==> src/rtl/lp_rtc_pkg.sv <==
package lp_rtc_pkg;

  localparam int BUS_AW = 8;
  localparam int BUS_DW = 32;

  localparam logic [BUS_AW-1:0] A_RUN      = 8'h00;
  localparam logic [BUS_AW-1:0] A_HALT     = 8'h04;
  localparam logic [BUS_AW-1:0] A_ZERO     = 8'h08;
  localparam logic [BUS_AW-1:0] A_IEN_SET  = 8'h10;
  localparam logic [BUS_AW-1:0] A_IEN_CLR  = 8'h14;
  localparam logic [BUS_AW-1:0] A_EEN_SET  = 8'h18;
  localparam logic [BUS_AW-1:0] A_EEN_CLR  = 8'h1C;
  localparam logic [BUS_AW-1:0] A_FLAG0    = 8'h20;
  localparam logic [BUS_AW-1:0] A_DIV      = 8'h40;
  localparam logic [BUS_AW-1:0] A_COUNT    = 8'h44;
  localparam logic [BUS_AW-1:0] A_CMP0     = 8'h50;

  localparam int SRC_STEP = 0;
  localparam int SRC_WRAP = 1;
  localparam int SRC_CMP0 = 2;

  function automatic logic [BUS_AW-1:0] slot(input logic [BUS_AW-1:0] base, input int idx);
    return base + BUS_AW'(idx * 4);
  endfunction

endpackage

==> src/rtl/lp_rtc_regs.sv <==
module lp_rtc_regs
  import lp_rtc_pkg::*;
#(
  parameter int PRESC_W = 12,
  parameter int CNT_W   = 24,
  parameter int NUM_CC  = 4,
  parameter int NSRC    = NUM_CC + 2
) (
  input  logic                    clk,
  input  logic                    rst,
  input  logic                    bus_sel,
  input  logic                    bus_we,
  input  logic [BUS_AW-1:0]       bus_addr,
  input  logic [BUS_DW-1:0]       bus_wdata,
  output logic [BUS_DW-1:0]       bus_rdata,
  input  logic                    run,
  input  logic [CNT_W-1:0]        cnt_val,
  input  logic [NSRC-1:0]         flags,
  output logic                    t_start,
  output logic                    t_stop,
  output logic                    t_clear,
  output logic [PRESC_W-1:0]      presc,
  output logic [NSRC-1:0]         ien,
  output logic [NSRC-1:0]         een,
  output logic [NUM_CC*CNT_W-1:0] cmp_flat,
  output logic [NSRC-1:0]         flag_clr
);

  logic wr, rd;
  logic unused_wdata;
  logic [BUS_DW-1:0] rmux;

  assign wr = bus_sel & bus_we;
  assign rd = bus_sel & ~bus_we;
  assign unused_wdata = ^bus_wdata;

  assign t_start = wr && (bus_addr == A_RUN)  && bus_wdata[0];
  assign t_stop  = wr && (bus_addr == A_HALT) && bus_wdata[0];
  assign t_clear = wr && (bus_addr == A_ZERO) && bus_wdata[0];

  always_comb begin
    for (int k = 0; k < NSRC; k++)
      flag_clr[k] = wr && (bus_addr == slot(A_FLAG0, k)) && !bus_wdata[0];
  end

  always_ff @(posedge clk) begin
    if (rst) begin
      ien <= '0;
      een <= '0;
    end else if (wr) begin
      if (bus_addr == A_IEN_SET) ien <= ien | bus_wdata[NSRC-1:0];
      if (bus_addr == A_IEN_CLR) ien <= ien & ~bus_wdata[NSRC-1:0];
      if (bus_addr == A_EEN_SET) een <= een | bus_wdata[NSRC-1:0];
      if (bus_addr == A_EEN_CLR) een <= een & ~bus_wdata[NSRC-1:0];
    end
  end

  always_ff @(posedge clk) begin
    if (rst)
      presc <= '0;
    else if (wr && (bus_addr == A_DIV) && !run)
      presc <= bus_wdata[PRESC_W-1:0];
  end

  for (genvar n = 0; n < NUM_CC; n++) begin : g_cmp
    always_ff @(posedge clk) begin
      if (rst)
        cmp_flat[n*CNT_W +: CNT_W] <= '0;
      else if (wr && (bus_addr == slot(A_CMP0, n)))
        cmp_flat[n*CNT_W +: CNT_W] <= bus_wdata[CNT_W-1:0];
    end
  end

  always_comb begin
    rmux = '0;
    if (bus_addr == A_IEN_SET || bus_addr == A_IEN_CLR) rmux = BUS_DW'(ien);
    if (bus_addr == A_EEN_SET || bus_addr == A_EEN_CLR) rmux = BUS_DW'(een);
    if (bus_addr == A_DIV)   rmux = BUS_DW'(presc);
    if (bus_addr == A_COUNT) rmux = BUS_DW'(cnt_val);
    for (int k = 0; k < NSRC; k++)
      if (bus_addr == slot(A_FLAG0, k)) rmux = BUS_DW'(flags[k]);
    for (int n = 0; n < NUM_CC; n++)
      if (bus_addr == slot(A_CMP0, n)) rmux = BUS_DW'(cmp_flat[n*CNT_W +: CNT_W]);
  end

  always_ff @(posedge clk) begin
    if (rst)
      bus_rdata <= '0;
    else if (rd)
      bus_rdata <= rmux;
  end

endmodule

==> src/rtl/lp_rtc_core.sv <==
module lp_rtc_core #(
  parameter int PRESC_W = 12,
  parameter int CNT_W   = 24
) (
  input  logic               clk,
  input  logic               rst,
  input  logic               lf_tick,
  input  logic               t_start,
  input  logic               t_stop,
  input  logic               t_clear,
  input  logic [PRESC_W-1:0] presc,
  output logic               run,
  output logic [CNT_W-1:0]   cnt,
  output logic               inc
);

  logic [PRESC_W-1:0] phase;
  logic               phase_end;

  // >= guards a divider lowered while the phase sat above it
  assign phase_end = (phase >= presc);
  assign inc       = run && lf_tick && phase_end && !t_clear;

  always_ff @(posedge clk) begin
    if (rst)          run <= 1'b0;
    else if (t_start) run <= 1'b1;
    else if (t_stop)  run <= 1'b0;
  end

  always_ff @(posedge clk) begin
    if (rst || t_clear) begin
      phase <= '0;
      cnt   <= '0;
    end else if (run && lf_tick) begin
      if (phase_end) begin
        phase <= '0;
        cnt   <= cnt + 1'b1;
      end else begin
        phase <= phase + 1'b1;
      end
    end
  end

endmodule

==> src/rtl/lp_rtc_events.sv <==
module lp_rtc_events
  import lp_rtc_pkg::*;
#(
  parameter int CNT_W  = 24,
  parameter int NUM_CC = 4,
  parameter int NSRC   = NUM_CC + 2
) (
  input  logic                    clk,
  input  logic                    rst,
  input  logic                    inc,
  input  logic [CNT_W-1:0]        cnt,
  input  logic [NUM_CC*CNT_W-1:0] cmp_flat,
  input  logic [NSRC-1:0]         flag_clr,
  input  logic [NSRC-1:0]         ien,
  input  logic [NSRC-1:0]         een,
  output logic [NSRC-1:0]         fire,
  output logic [NSRC-1:0]         flags,
  output logic [NSRC-1:0]         evt_pulse,
  output logic                    irq
);

  logic [CNT_W-1:0] cnt_up;
  assign cnt_up = cnt + 1'b1;

  assign fire[SRC_STEP] = inc;
  assign fire[SRC_WRAP] = inc && (&cnt);

  for (genvar n = 0; n < NUM_CC; n++) begin : g_match
    assign fire[SRC_CMP0+n] = inc && (cnt_up == cmp_flat[n*CNT_W +: CNT_W]);
  end

  always_ff @(posedge clk) begin
    if (rst) begin
      flags     <= '0;
      evt_pulse <= '0;
      irq       <= 1'b0;
    end else begin
      for (int k = 0; k < NSRC; k++) begin
        if (fire[k])          flags[k] <= 1'b1;
        else if (flag_clr[k]) flags[k] <= 1'b0;
      end
      evt_pulse <= fire & een;
      irq       <= |(flags & ien);
    end
  end

endmodule

==> src/rtl/lp_rtc.sv <==
module lp_rtc
  import lp_rtc_pkg::*;
#(
  parameter int PRESC_W = 12,
  parameter int CNT_W   = 24,
  parameter int NUM_CC  = 4
) (
  input  logic              clk,
  input  logic              rst,
  input  logic              lf_tick,
  input  logic              bus_sel,
  input  logic              bus_we,
  input  logic [7:0]        bus_addr,
  input  logic [31:0]       bus_wdata,
  output logic [31:0]       bus_rdata,
  output logic              irq,
  output logic [NUM_CC+1:0] evt_pulse
);

  localparam int NSRC = NUM_CC + 2;

  logic                    run, inc;
  logic                    t_start, t_stop, t_clear;
  logic [PRESC_W-1:0]      presc;
  logic [CNT_W-1:0]        cnt_val;
  logic [NSRC-1:0]         ien, een, flags, fire, flag_clr;
  logic [NUM_CC*CNT_W-1:0] cmp_flat;

  lp_rtc_regs #(
    .PRESC_W(PRESC_W), .CNT_W(CNT_W), .NUM_CC(NUM_CC), .NSRC(NSRC)
  ) u_regs (
    .clk(clk), .rst(rst),
    .bus_sel(bus_sel), .bus_we(bus_we), .bus_addr(bus_addr),
    .bus_wdata(bus_wdata), .bus_rdata(bus_rdata),
    .run(run), .cnt_val(cnt_val), .flags(flags),
    .t_start(t_start), .t_stop(t_stop), .t_clear(t_clear),
    .presc(presc), .ien(ien), .een(een),
    .cmp_flat(cmp_flat), .flag_clr(flag_clr)
  );

  lp_rtc_core #(
    .PRESC_W(PRESC_W), .CNT_W(CNT_W)
  ) u_core (
    .clk(clk), .rst(rst), .lf_tick(lf_tick),
    .t_start(t_start), .t_stop(t_stop), .t_clear(t_clear),
    .presc(presc), .run(run), .cnt(cnt_val), .inc(inc)
  );

  lp_rtc_events #(
    .CNT_W(CNT_W), .NUM_CC(NUM_CC), .NSRC(NSRC)
  ) u_events (
    .clk(clk), .rst(rst), .inc(inc), .cnt(cnt_val),
    .cmp_flat(cmp_flat), .flag_clr(flag_clr),
    .ien(ien), .een(een),
    .fire(fire), .flags(flags), .evt_pulse(evt_pulse), .irq(irq)
  );

endmodule

==> config.mk <==
export PLATFORM = sky130hd
export DESIGN_NAME = lp_rtc
export DESIGN_NICKNAME = d
export VERILOG_FILES = /design/src/rtl/lp_rtc_pkg.sv /design/src/rtl/lp_rtc_regs.sv /design/src/rtl/lp_rtc_core.sv /design/src/rtl/lp_rtc_events.sv /design/src/rtl/lp_rtc.sv
export SDC_FILE = /design/constraint.sdc
export NUM_CORES = 1
export LEC_CHECK = 0
export BUFFER_PORTS_ARGS = -buffer_cell sky130_fd_sc_hd__buf_4
export CAP_MARGIN = 40
export CELL_PAD_IN_SITES_DETAIL_PLACEMENT = 1
export CELL_PAD_IN_SITES_GLOBAL_PLACEMENT = 2
export CORE_UTILIZATION = 39
export CTS_CLUSTER_DIAMETER = 30
export CTS_CLUSTER_SIZE = 40
export DETAILED_ROUTE_END_ITERATION = 8
export HOLD_SLACK_MARGIN = 0.1
export PLACE_DENSITY_LB_ADDON = 0.1
export SLEW_MARGIN = 20
export SYNTH_ARGS = -nofsm -noshare
export SYNTH_HDL_FRONTEND = slang
export SYNTH_SLANG_ARGS = --single-unit
==> constraint.sdc <==
create_clock -name clk -period 6.33 [get_ports clk]
set_input_delay 1.266 -clock clk [delete_from_list [all_inputs] [get_ports clk]]
set_output_delay 1.266 -clock clk [all_outputs]
set_load 0.05 [all_outputs]
==> impl_metrics.py, run 1 <==
metrics = {
    "status": {
        "status": "completed",
    },
    "setup_path": {
        "crit_path_max_fanout": 11,
        "cpPeakStageDelay_ns": 0.74,
        "cp-start-kind": "flip-flop",
        "critPathSlowestCell": "dfxtp_1",
        "reg2reg_slack_ns": 2.32,
        "cp-end-kind": "flip-flop",
        "cp_cell_sequence": "ha_1 -> nand3_1 -> nor4_4 -> xor2_1 -> a222oi_1 -> o2111ai_1 -> nor4_1 -> and4_1 -> and2_1",
        "path_class": "flip-flop to flip-flop",
        "cp.arrival_ns": 4.42,
        "path_delay_family": "simple AND/OR/NAND/NOR gates",
        "critPathRequiredTime_ns": 6.75,
        "critPathBufInv": 0,
    },
    "placed_design": {
        "hpwlAfterDp_um": 32100,
        "gp_congestion": 0.933,
        "portBuffers": 67,
    },
    "synthesis": {
        "synth-seq-area-share": 0.356,
        "ys_ff_latch": 194,
        "ys_types": 79,
        "synth_edf_count": 0,
        "synth_cells": 1402,
        "synth.most_common_cell": "nand2_1",
        "avgSynthCellArea_sq_um": 7.78,
        "yosys-top-cells-count": "nand2_1, dfxtp_1, a21oi_1",
        "synth_top_area_cell": "dfxtp_1",
        "yosys_warnings": 0,
        "yosys-top-cells-area": "dfxtp_1, nand2_1, a21oi_1",
        "async_flop_share": 0,
        "synth_area_sq_um": 10900,
        "post-synth-top-area-fraction": 0.356,
        "ys.flop_type": "dfxtp_1",
    },
    "timing": {
        "rsz0062_at_grt": "false",
        "final-max-slew-violation-count": 0,
        "holdWs_ns": 0.474,
        "layout_min_cycle_time_ns": 4.01,
        "maxSlewHeadroom": 0.432,
        "worst_pin_slew_ns": 0.852,
        "fin_skew_ns": 0.0188,
        "finalCritPeriodShare": 0.633,
        "fin_setup_tns_ns": 0,
        "max_freq_ghz": 0.250,
        "finalSetupViolCount": 0,
        "timing_hold_violations_final": 0,
    },
    "power_and_ir_drop": {
        "p_leak_nw": 4.10,
        "peakVddDrop_mv": 0.192,
        "power.density_nw_per_um2": 209,
    },
    "finish": {
        "layout.nets": 1471,
        "final_util": 0.453,
        "num_antenna_cells": 0,
        "areaGrowthSynthToFinish_pct": 12.8,
        "drive_gt1_frac": 0.114,
    },
    "worst_hold_path": {
        "hp-class": "flip-flop to flip-flop",
    },
    "routing": {
        "wirelength_um": 45300,
        "drt.antenna.violating_nets": 0,
        "drtPass1Iterations": 8,
        "vias": 10989,
        "drc": 0,
        "drt-initial-drc-count": 1051,
        "vias_per_cell": 6.12,
        "wire_per_inst_um": 25.2,
    },
    "die": {
        "die_y_um": 169,
        "die-width_um": 169,
        "start_util": 0.402,
        "ios": 84,
        "core_area_sq_um": 27200,
        "rows": 60,
        "die_area_sq_um": 28700,
    },
    "cts": {
        "numClockSinks": 194,
        "post_cts_resized": 0,
        "postCtsHoldBufs": 0,
        "cts_tree": "done",
        "clock_latency_ns": 0.46,
        "clk_path_buf_depth": 2,
        "tritoncts.num_buffers": 17,
        "clkTransAtPathRegs_ns": 0.09,
        "post_cts_buffers": 0,
        "cts_root_buffer": "clkbuf_16",
        "htree_levels": 4,
    },
    "grt": {
        "grt_pass1_wl_um": 69100,
        "antenna_found_initial": 0,
        "grt_max_degree": 73,
        "grt_pass1_vias": 10904,
        "overflow": 0,
        "track_usage": 0.324,
    },
    "run": {
        "drv_cap": 0,
    },
}
-- worst reg2reg max path, delay by kind of cell, from the launching register on --
family | cells | cell delay [ns]
compound gates | 2 | 0.52
simple gates | 5 | 1.88
xor+xnor | 1 | 0.28
flops | 1 | 0.74
fa+ha+maj | 1 | 0.56
-- through the flow --
stage          power, W  setup WS [ns]  instances  instance area, sq um
5_1_grt         0.00264           2.12       1797                 12300
3_5_place_dp    0.00141           2.39       1764                 11700
6_report        0.00257           2.32       1797                 12300
3_3_place_gp    0.00141           2.39       1761                 11600
2_1_floorplan   0.00135           3.01       1409                 10900
4_1_cts         0.00258           2.36       1796                 12300
-- report_power, final --
part | switching (W) | internal, W | leakage (nW)
logic | 0.000115 | 0.0000407 | 2.24
registers | 0.00000521 | 0.00123 | 1.57
clock network | 0.000578 | 0.000604 | 0.295
-- final cells by class --
type	count	area, sq um
clock buffer	17	425
clock inverter	15	184
fill	3311	14900
inverter	35	131
multi-input combinational	1067	6470
sequential	194	3880
tap	372	465
timing repair buffer	97	747
-- logic make-up (layout without fill, tap and decap cells) --
group	Yosys count	count (layout)	synth area share
compound gates	373	373	0.217
xor+xnor	111	111	0.0967
fa+ha+maj	14	14	0.0161
buf+inv	148	164	0.0576
flops	194	194	0.356
mux	16	16	0.0148
other cells	1	8	0.000344
simple gates	545	545	0.241
-- routing by layer --
layer / vias up / wire [um] / GRT usage
met2: 382 / 20200 / 0.498
met4: 0 / 908 / 0.0889
met5: - / 0 / 0
met1: 5541 / 21400 / 0.473
li1: 5008 / - / -
met3: 58 / 2820 / 0.0408
-- cells in the final DEF (no fill, tap or decap), types with 8 or more instances in the layout --
master     netlist  final
xnor2_1         67     67
a22oi_1         21     21
nand2_1        247    247
a21oi_1        169    168
a221oi_1        26     26
a222oi_1        14     14
xor2_1          38     38
ha_1            14     14
nand3_1         40     40
clkbuf_16        0     17
and4_1           9      9
conb_1           1      8
mux2i_1         15     15
nor2b_1          9      8
and3_1           8      8
nor3_1          29     28
o21ai_0         60     60
and2_1          10     10
or3_1           12     12
nand2b_1         9      9
nor2_1         100     92
inv_1           34     34
nand4_1         18     18
dfxtp_1        194    194
buf_4           12     93
a311oi_1        15     15
nor4_1          15     14
-- registers in the layout, indices dropped and copies added, names as in the netlist, named ones only --
name and count:
u_events.flags 6, u_core.phase 12, u_regs.presc 12, u_regs.cmp_flat 96
u_regs.bus_rdata 24, u_events.evt_pulse 6, u_events.irq 1, u_core.cnt 24
u_core.run 1
-- path summary, 6_finish.rpt --
path | start | to | depth (start not counted)
worst max-delay path | u_core.cnt[0]$_SDFFE_PP0P_ | u_events.evt_pulse[5]$_SDFF_PP0_ | 9
worst min-delay path | flip-flop | u_events.evt_pulse[4]$_SDFF_PP0_ | 2
worst max register to register | u_core.cnt[0]$_SDFFE_PP0P_ | u_events.evt_pulse[5]$_SDFF_PP0_ | 9
worst min register to register | flip-flop | u_events.evt_pulse[4]$_SDFF_PP0_ | 2
No activity file was read; power rests on OpenSTA's default activity.
==> run 2, diff against run 1 <==
--- a/config.mk
+++ b/config.mk
@@ -9,7 +9,7 @@
 export CAP_MARGIN = 40
 export CELL_PAD_IN_SITES_DETAIL_PLACEMENT = 1
 export CELL_PAD_IN_SITES_GLOBAL_PLACEMENT = 2
-export CORE_UTILIZATION = 39
+export CORE_UTILIZATION = 33
 export CTS_CLUSTER_DIAMETER = 30
 export CTS_CLUSTER_SIZE = 40
 export DETAILED_ROUTE_END_ITERATION = 8
==> constraint.sdc (replaced) <==
create_clock -name clk -period 3.27 [get_ports clk]
set_input_delay 0.654 -clock clk [delete_from_list [all_inputs] [get_ports clk]]
set_output_delay 0.654 -clock clk [all_outputs]
set_load 0.05 [all_outputs]
==> run 2 against run 1 <==
Compared with the run above: total power up 91%; via count down 0.64%; sequential cell count did not move; core utilization down 5.6 points; final cell count up 7.5%; first-iteration DRC count is 21% lower; fmax increased by 29%; register-to-register slack lost 2.2 ns; global-route usage down 4.4 points; worst hold slack worse by 0.021 ns; sequential power is 93% higher.
==> impl_metrics.py, run 2 (synthesis gave the netlist of run 1 again) <==
metrics = {
    "cts": {
        "clk_path_buf_depth": 2,
        "clkTransAtPathRegs_ns": 0.08,
        "post_cts_buffers": 0,
        "numClockSinks": 194,
        "htree_levels": 4,
        "clock_latency_ns": 0.47,
        "cts_tree": "done",
        "tritoncts.num_buffers": 17,
        "cts_root_buffer": "clkbuf_16",
    },
    "worst_hold_path": {
        "holdPathStages": 3,
        "hold_start": "bus_wdata[23]",
        "min_to": "u_regs.cmp_flat[47]$_SDFFE_PP0P_",
        "hp-class": "input pin to flip-flop",
    },
    "timing": {
        "finalCritPeriodShare": 0.950,
        "rsz0062_at_grt": "false",
        "fin_skew_ns": 0.0146,
        "fin_setup_tns_ns": 0,
        "final-max-slew-violation-count": 0,
        "maxSlewHeadroom": 0.530,
        "layout_min_cycle_time_ns": 3.11,
        "finalSetupViolCount": 0,
        "max_freq_ghz": 0.322,
        "timing_hold_violations_final": 0,
        "worst_pin_slew_ns": 0.701,
    },
    "setup_path": {
        "path_delay_family": "simple AND/OR/NAND/NOR gates",
        "cp_cell_sequence": "ha_1 -> buf_4 -> nand3_1 -> nor4_4 -> buf_4 -> xor2_1 -> a222oi_1 -> o2111ai_1 -> nor4_2 -> and4_1 -> and2_1",
        "crit_top_cell": "buf_4",
        "path_class": "flip-flop to flip-flop",
        "cp-end-kind": "flip-flop",
        "cp-start-kind": "flip-flop",
        "cpPeakStageDelay_ns": 0.41,
        "cp.arrival_ns": 3.52,
        "critPathRequiredTime_ns": 3.69,
        "reg2reg_from": "u_core.cnt[1]$_SDFFE_PP0P_",
        "rr_worst_depth": 11,
        "crit_path_max_fanout": 10,
        "critPathSlowestCell": "dfxtp_1",
        "critPathBufInv": 2,
        "reg2reg_slack_ns": 0.16,
        "timing.rr.end": "u_events.evt_pulse[5]$_SDFF_PP0_",
    },
    "placed_design": {
        "gp_congestion": 0.921,
        "hpwlAfterDp_um": 35000,
        "dp_cells": 1901,
        "portBuffers": 67,
    },
    "power_and_ir_drop": {
        "design_power_total_w": 0.00492,
        "clkPwrFrac": 0.455,
        "switching_share": 0.267,
        "comb_power_share": 0.061,
        "power.density_nw_per_um2": 381,
        "power.switching_w": 0.00131,
        "peakVddDrop_mv": 0.384,
        "internal-power_w": 0.00361,
        "pwr-share-seq": 0.485,
        "p_leak_nw": 4.44,
    },
    "status": {
        "status": "completed",
    },
    "routing": {
        "drt-initial-drc-count": 826,
        "wire_per_inst_um": 24.0,
        "vias_per_cell": 5.65,
        "vias": 10919,
        "drc": 0,
        "drt.antenna.violating_nets": 0,
        "drtPass1Iterations": 6,
        "wirelength_um": 46400,
    },
    "die": {
        "rows": 66,
        "core_area_sq_um": 32500,
        "die_y_um": 184,
        "die-width_um": 184,
        "die_area_sq_um": 33800,
        "ios": 84,
        "start_util": 0.335,
    },
    "finish": {
        "regMostFlops": "u_regs.cmp_flat",
        "reg_top3": "u_regs.cmp_flat x96, u_core.cnt x24, u_regs.bus_rdata x24",
        "mostFrequentLayoutCells": "nand2_1, dfxtp_1, a21oi_1",
        "largest_reg_flops": 96,
        "final_common_cell": "nand2_1",
        "final_util": 0.397,
        "num_antenna_cells": 0,
        "areaGrowthSynthToFinish_pct": 18.3,
        "stdcell_count": 1932,
        "layout.nets": 1537,
        "drive_gt1_frac": 0.154,
    },
    "run": {
        "drv_cap": 0,
    },
    "grt": {
        "grt_pass1_vias": 10649,
        "grt_max_degree": 134,
        "antenna_found_initial": 0,
        "overflow": 0,
        "grt_pass1_wl_um": 70000,
        "track_usage": 0.280,
    },
}
## run 2: changes by cell type in the layout (fill, tap and decap cells not counted), sizes merged
cell,previous run,this run
buf,95,163
clkinvlp,2,3
clkbuf,18,17
inv,45,42
clkinv,1,2
clkdlybuf4s15,1,0
## run 2: cell type report
class                           count  area, sq um
Fill cell                        3989        19600
Sequential cell                   194         3880
Multi-Input combinational cell   1067         6480
Clock inverter                     14          169
Inverter                           35          131
Tap cell                          442          553
Clock buffer                       17          425
Timing Repair Buffer              163         1260
## run 2: through the flow
step	hold slack [ns]	instance area (sq um)	setup slack (ns)
after floorplan	0.422	10900	0.562
after global placement	0.472	12300	0.155
after detailed placement	0.475	12300	0.156
after CTS	0.430	12900	0.118
after global routing	0.438	12900	0.0295
final	0.453	12900	0.164
## run 2: timing repair
action | CTS | global route
endpoints found under the setup margin | 0 | 3
endpoints found under the hold margin | 0 | 0
gates resized for setup | 0 | 3
hold buffers | 0 | 0
## run 2: how the worst max path moves through the flow
| stage | start | end | slack [ns] | depth (start not counted) |
|---|---|---|---|---|
| 4_1_cts | u_core.cnt[0]$_SDFFE_PP0P_ | u_events.evt_pulse[2]$_SDFF_PP0_ | 0.12 | 10 |
| 2_1_floorplan | bus_addr[4] | u_regs.presc[10]$_SDFFE_PP0P_ | 0.56 | 6 |
| 6_report | u_core.cnt[1]$_SDFFE_PP0P_ | u_events.evt_pulse[5]$_SDFF_PP0_ | 0.16 | 11 |
| 3_5_place_dp | u_core.cnt[0]$_SDFFE_PP0P_ | u_events.evt_pulse[2]$_SDFF_PP0_ | 0.16 | 10 |
| 3_3_place_gp | u_core.cnt[0]$_SDFFE_PP0P_ | u_events.evt_pulse[2]$_SDFF_PP0_ | 0.15 | 10 |
| 5_1_grt | u_core.cnt[1]$_SDFFE_PP0P_ | u_events.evt_pulse[5]$_SDFF_PP0_ | 0.03 | 11 |
## run 2: power groups by stage
| stage | Clock (W) | Sequential [W] | Combinational, W |
|---|---|---|---|
| floorplan | 0 | 0.00249 | 0.000127 |
| global placement | 0 | 0.00244 | 0.000296 |
| detailed placement | 0 | 0.00244 | 0.000297 |
| CTS | 0.00229 | 0.00238 | 0.000299 |
| global route | 0.00238 | 0.00239 | 0.000318 |
| finish | 0.00224 | 0.00238 | 0.000298 |
## run 2: metal layers
layer	up-vias	part of all wire	track usage
met1	5478	0.49	0.402
li1	5134	-	-
met3	31	0.050	0.0440
met2	276	0.45	0.441
met4	0	0.0099	0.0523
met5	-	0	0
## run 2: tightest hold or removal path, delay by kind of cell
family	cells	cell delay, ns
buffers and inverters	1	0.12
AOI/OAI and AO/OA	1	0.05
and+or+nand+nor	1	0.05
==> run 3, diff against run 2 <==
--- a/config.mk
+++ b/config.mk
@@ -14,7 +14,8 @@
 export CTS_CLUSTER_SIZE = 40
 export DETAILED_ROUTE_END_ITERATION = 8
 export HOLD_SLACK_MARGIN = 0.1
-export PLACE_DENSITY_LB_ADDON = 0.1
+export PLACE_DENSITY = 0.74
+export REMOVE_ABC_BUFFERS = 1
 export SLEW_MARGIN = 20
 export SYNTH_ARGS = -nofsm -noshare
 export SYNTH_HDL_FRONTEND = slang
==> run 3 against run 2 <==
Compared with the run above: die area unchanged; via count is 1.5% higher; sequential cell count is the same; worst hold slack worse by 0.0062 ns; core utilization decreased by 0.23 points; non-clock buffer count shrank 4; largest cell class unchanged; largest power group unchanged; highest routed layer unchanged.
==> impl_metrics.py, run 3 (synthesis gave the netlist of run 1 again) <==
metrics = {
    "setup_path": {
        "cp_cell_sequence": "ha_1 -> nand2_1 -> or4_1 -> buf_4 -> nor3_4 -> o32a_1 -> nand4_1 -> nor4_1 -> and4_2 -> and2_1",
        "critPathSlowestCell": "or4_1",
        "crit_path_max_fanout": 6,
        "rr_worst_depth": 10,
        "reg2reg_from": "u_core.cnt[0]$_SDFFE_PP0P_",
        "timing.rr.end": "u_events.evt_pulse[5]$_SDFF_PP0_",
        "cp-end-kind": "flip-flop",
        "critPathBufInv": 1,
        "critPathRequiredTime_ns": 3.69,
        "cp.arrival_ns": 3.54,
        "path_delay_family": "simple AND/OR/NAND/NOR gates",
        "path_class": "flip-flop to flip-flop",
        "cpPeakStageDelay_ns": 0.49,
        "reg2reg_slack_ns": 0.15,
        "cp-start-kind": "flip-flop",
    },
    "cts": {
        "numClockSinks": 194,
        "htree_levels": 4,
        "clk_path_buf_depth": 2,
        "clkTransAtPathRegs_ns": 0.08,
        "cts_root_buffer": "clkbuf_16",
        "cts_tree": "done",
        "clock_latency_ns": 0.47,
        "tritoncts.num_buffers": 17,
    },
    "power_and_ir_drop": {
        "clkPwrFrac": 0.442,
        "internal-power_w": 0.00347,
        "power.switching_w": 0.00135,
        "pwr-share-seq": 0.495,
        "design_power_total_w": 0.00482,
        "peakVddDrop_mv": 0.405,
        "switching_share": 0.279,
        "p_leak_nw": 4.41,
        "comb_power_share": 0.063,
        "power.density_nw_per_um2": 375,
    },
    "die": {
        "ios": 84,
        "rows": 66,
        "start_util": 0.335,
        "die_y_um": 184,
        "die-width_um": 184,
        "core_area_sq_um": 32500,
        "die_area_sq_um": 33800,
    },
    "timing": {
        "rsz0062_at_grt": "false",
        "timing_hold_violations_final": 0,
        "maxSlewHeadroom": 0.510,
        "finalCritPeriodShare": 0.954,
        "layout_min_cycle_time_ns": 3.12,
        "fin_skew_ns": 0.0152,
        "final-max-slew-violation-count": 0,
        "max_freq_ghz": 0.321,
        "fin_setup_tns_ns": 0,
        "finalSetupViolCount": 0,
        "worst_pin_slew_ns": 0.725,
    },
    "placed_design": {
        "dp_cells": 1896,
        "gp_congestion": 0.946,
        "place_area_sq_um": 12300,
        "hpwlAfterDp_um": 33800,
        "portBuffers": 67,
    },
    "routing": {
        "wirelength_um": 46400,
        "wire_per_inst_um": 24.0,
        "vias_per_cell": 5.75,
        "drc": 0,
        "drt-initial-drc-count": 802,
        "drtPass1Iterations": 5,
        "vias": 11083,
        "drt.antenna.violating_nets": 0,
    },
    "worst_hold_path": {
        "holdPathStages": 3,
        "hold_start": "bus_wdata[18]",
        "min_to": "u_regs.cmp_flat[66]$_SDFFE_PP0P_",
        "hp-class": "input pin to flip-flop",
    },
    "grt": {
        "grt_pass1_wl_um": 70100,
        "grt_pass1_vias": 11165,
        "track_usage": 0.280,
        "antenna_found_initial": 0,
        "overflow": 0,
        "grt_max_degree": 134,
    },
    "finish": {
        "stdcell_count": 1929,
        "num_antenna_cells": 0,
        "reg_top3": "u_regs.cmp_flat x96, u_core.cnt x24, u_regs.bus_rdata x24",
        "fin_area_sq_um": 12800,
        "areaGrowthSynthToFinish_pct": 17.6,
        "largest_reg_flops": 96,
        "final_common_cell": "nand2_1",
        "drive_gt1_frac": 0.151,
        "layout.nets": 1533,
        "fill_cells": 3916,
        "final_util": 0.394,
        "regMostFlops": "u_regs.cmp_flat",
        "mostFrequentLayoutCells": "nand2_1, dfxtp_1, a21oi_1",
    },
    "run": {
        "drv_cap": 0,
    },
    "status": {
        "status": "completed",
    },
}
run 3: cell count changes in the layout (fill, tap and decap cells not counted), sizes merged:
cell,previous run,this run
inv,42,40
clkinv,2,8
buf,163,159
bufinv,2,0
clkinvlp,3,2
run 3: area by class of cell:
type	instances	area [sq um]	area share
inverters	35	131	0.0102
well taps	442	553	0.0431
clock inverters	15	150	0.0117
repair buffers	159	1230	0.0955
flip-flops and latches	194	3880	0.303
clock buffers	17	425	0.0331
multi-input cells	1067	6460	0.504
run 3: worst max path at each step:
stage                                          start                                to  slack, ns  cells after the start
after floorplan                          bus_addr[1]  u_regs.cmp_flat[48]$_SDFFE_PP0P_      -0.31                      5
after global placement    u_core.cnt[0]$_SDFFE_PP0P_  u_events.evt_pulse[5]$_SDFF_PP0_       0.19                     10
after detailed placement  u_core.cnt[1]$_SDFFE_PP0P_  u_events.evt_pulse[5]$_SDFF_PP0_       0.16                     10
after CTS                 u_core.cnt[0]$_SDFFE_PP0P_  u_events.evt_pulse[5]$_SDFF_PP0_       0.15                     10
after global routing      u_core.cnt[1]$_SDFFE_PP0P_  u_events.evt_pulse[2]$_SDFF_PP0_      0.003                     11
final                     u_core.cnt[0]$_SDFFE_PP0P_  u_events.evt_pulse[5]$_SDFF_PP0_       0.15                     10
run 3: per-stage QoR:
stage                     hold slack, ns  worst slack, ns
after floorplan                    0.422           -0.311
after global placement             0.469            0.187
after detailed placement           0.480            0.162
after CTS                          0.429            0.148
after global routing               0.444          0.00278
final                              0.447            0.150
run 3: routing by layer:
metal | vias up | global-route usage | part of all wire | wire (um)
met5 | - | 0 | 0 | 0
met4 | 0 | 0.109 | 0.031 | 1430
met3 | 82 | 0.0331 | 0.041 | 1890
met2 | 296 | 0.479 | 0.48 | 22300
met1 | 5575 | 0.359 | 0.45 | 20800
li1 | 5130 | - | - | -
run 3: power groups by stage:
stage,clock (W),combinational [W],sequential (W)
3_3_place_gp,0,0.000301,0.00244
4_1_cts,0.00217,0.000304,0.00238
5_1_grt,0.00224,0.000323,0.00239
6_report,0.00213,0.000303,0.00238
2_1_floorplan,0,0.0000791,0.00249
3_5_place_dp,0,0.000303,0.00244
run 3: timing repair:
item / in CTS / in global routing
hold buffers: 0 / 0
setup endpoints to repair: 0 / 3
gates resized for setup: 0 / 1
setup buffers: 0 / 1
run 3: worst register-to-register path: cells and delay by family (launching register included):
family	cells	cell delay (ns)
buffers and inverters	1	0.20
AO/OA/AOI/OAI	1	0.26
AND/OR/NAND/NOR	7	1.97
flip-flops	1	0.34
adder cells (fa/ha/maj)	1	0.30
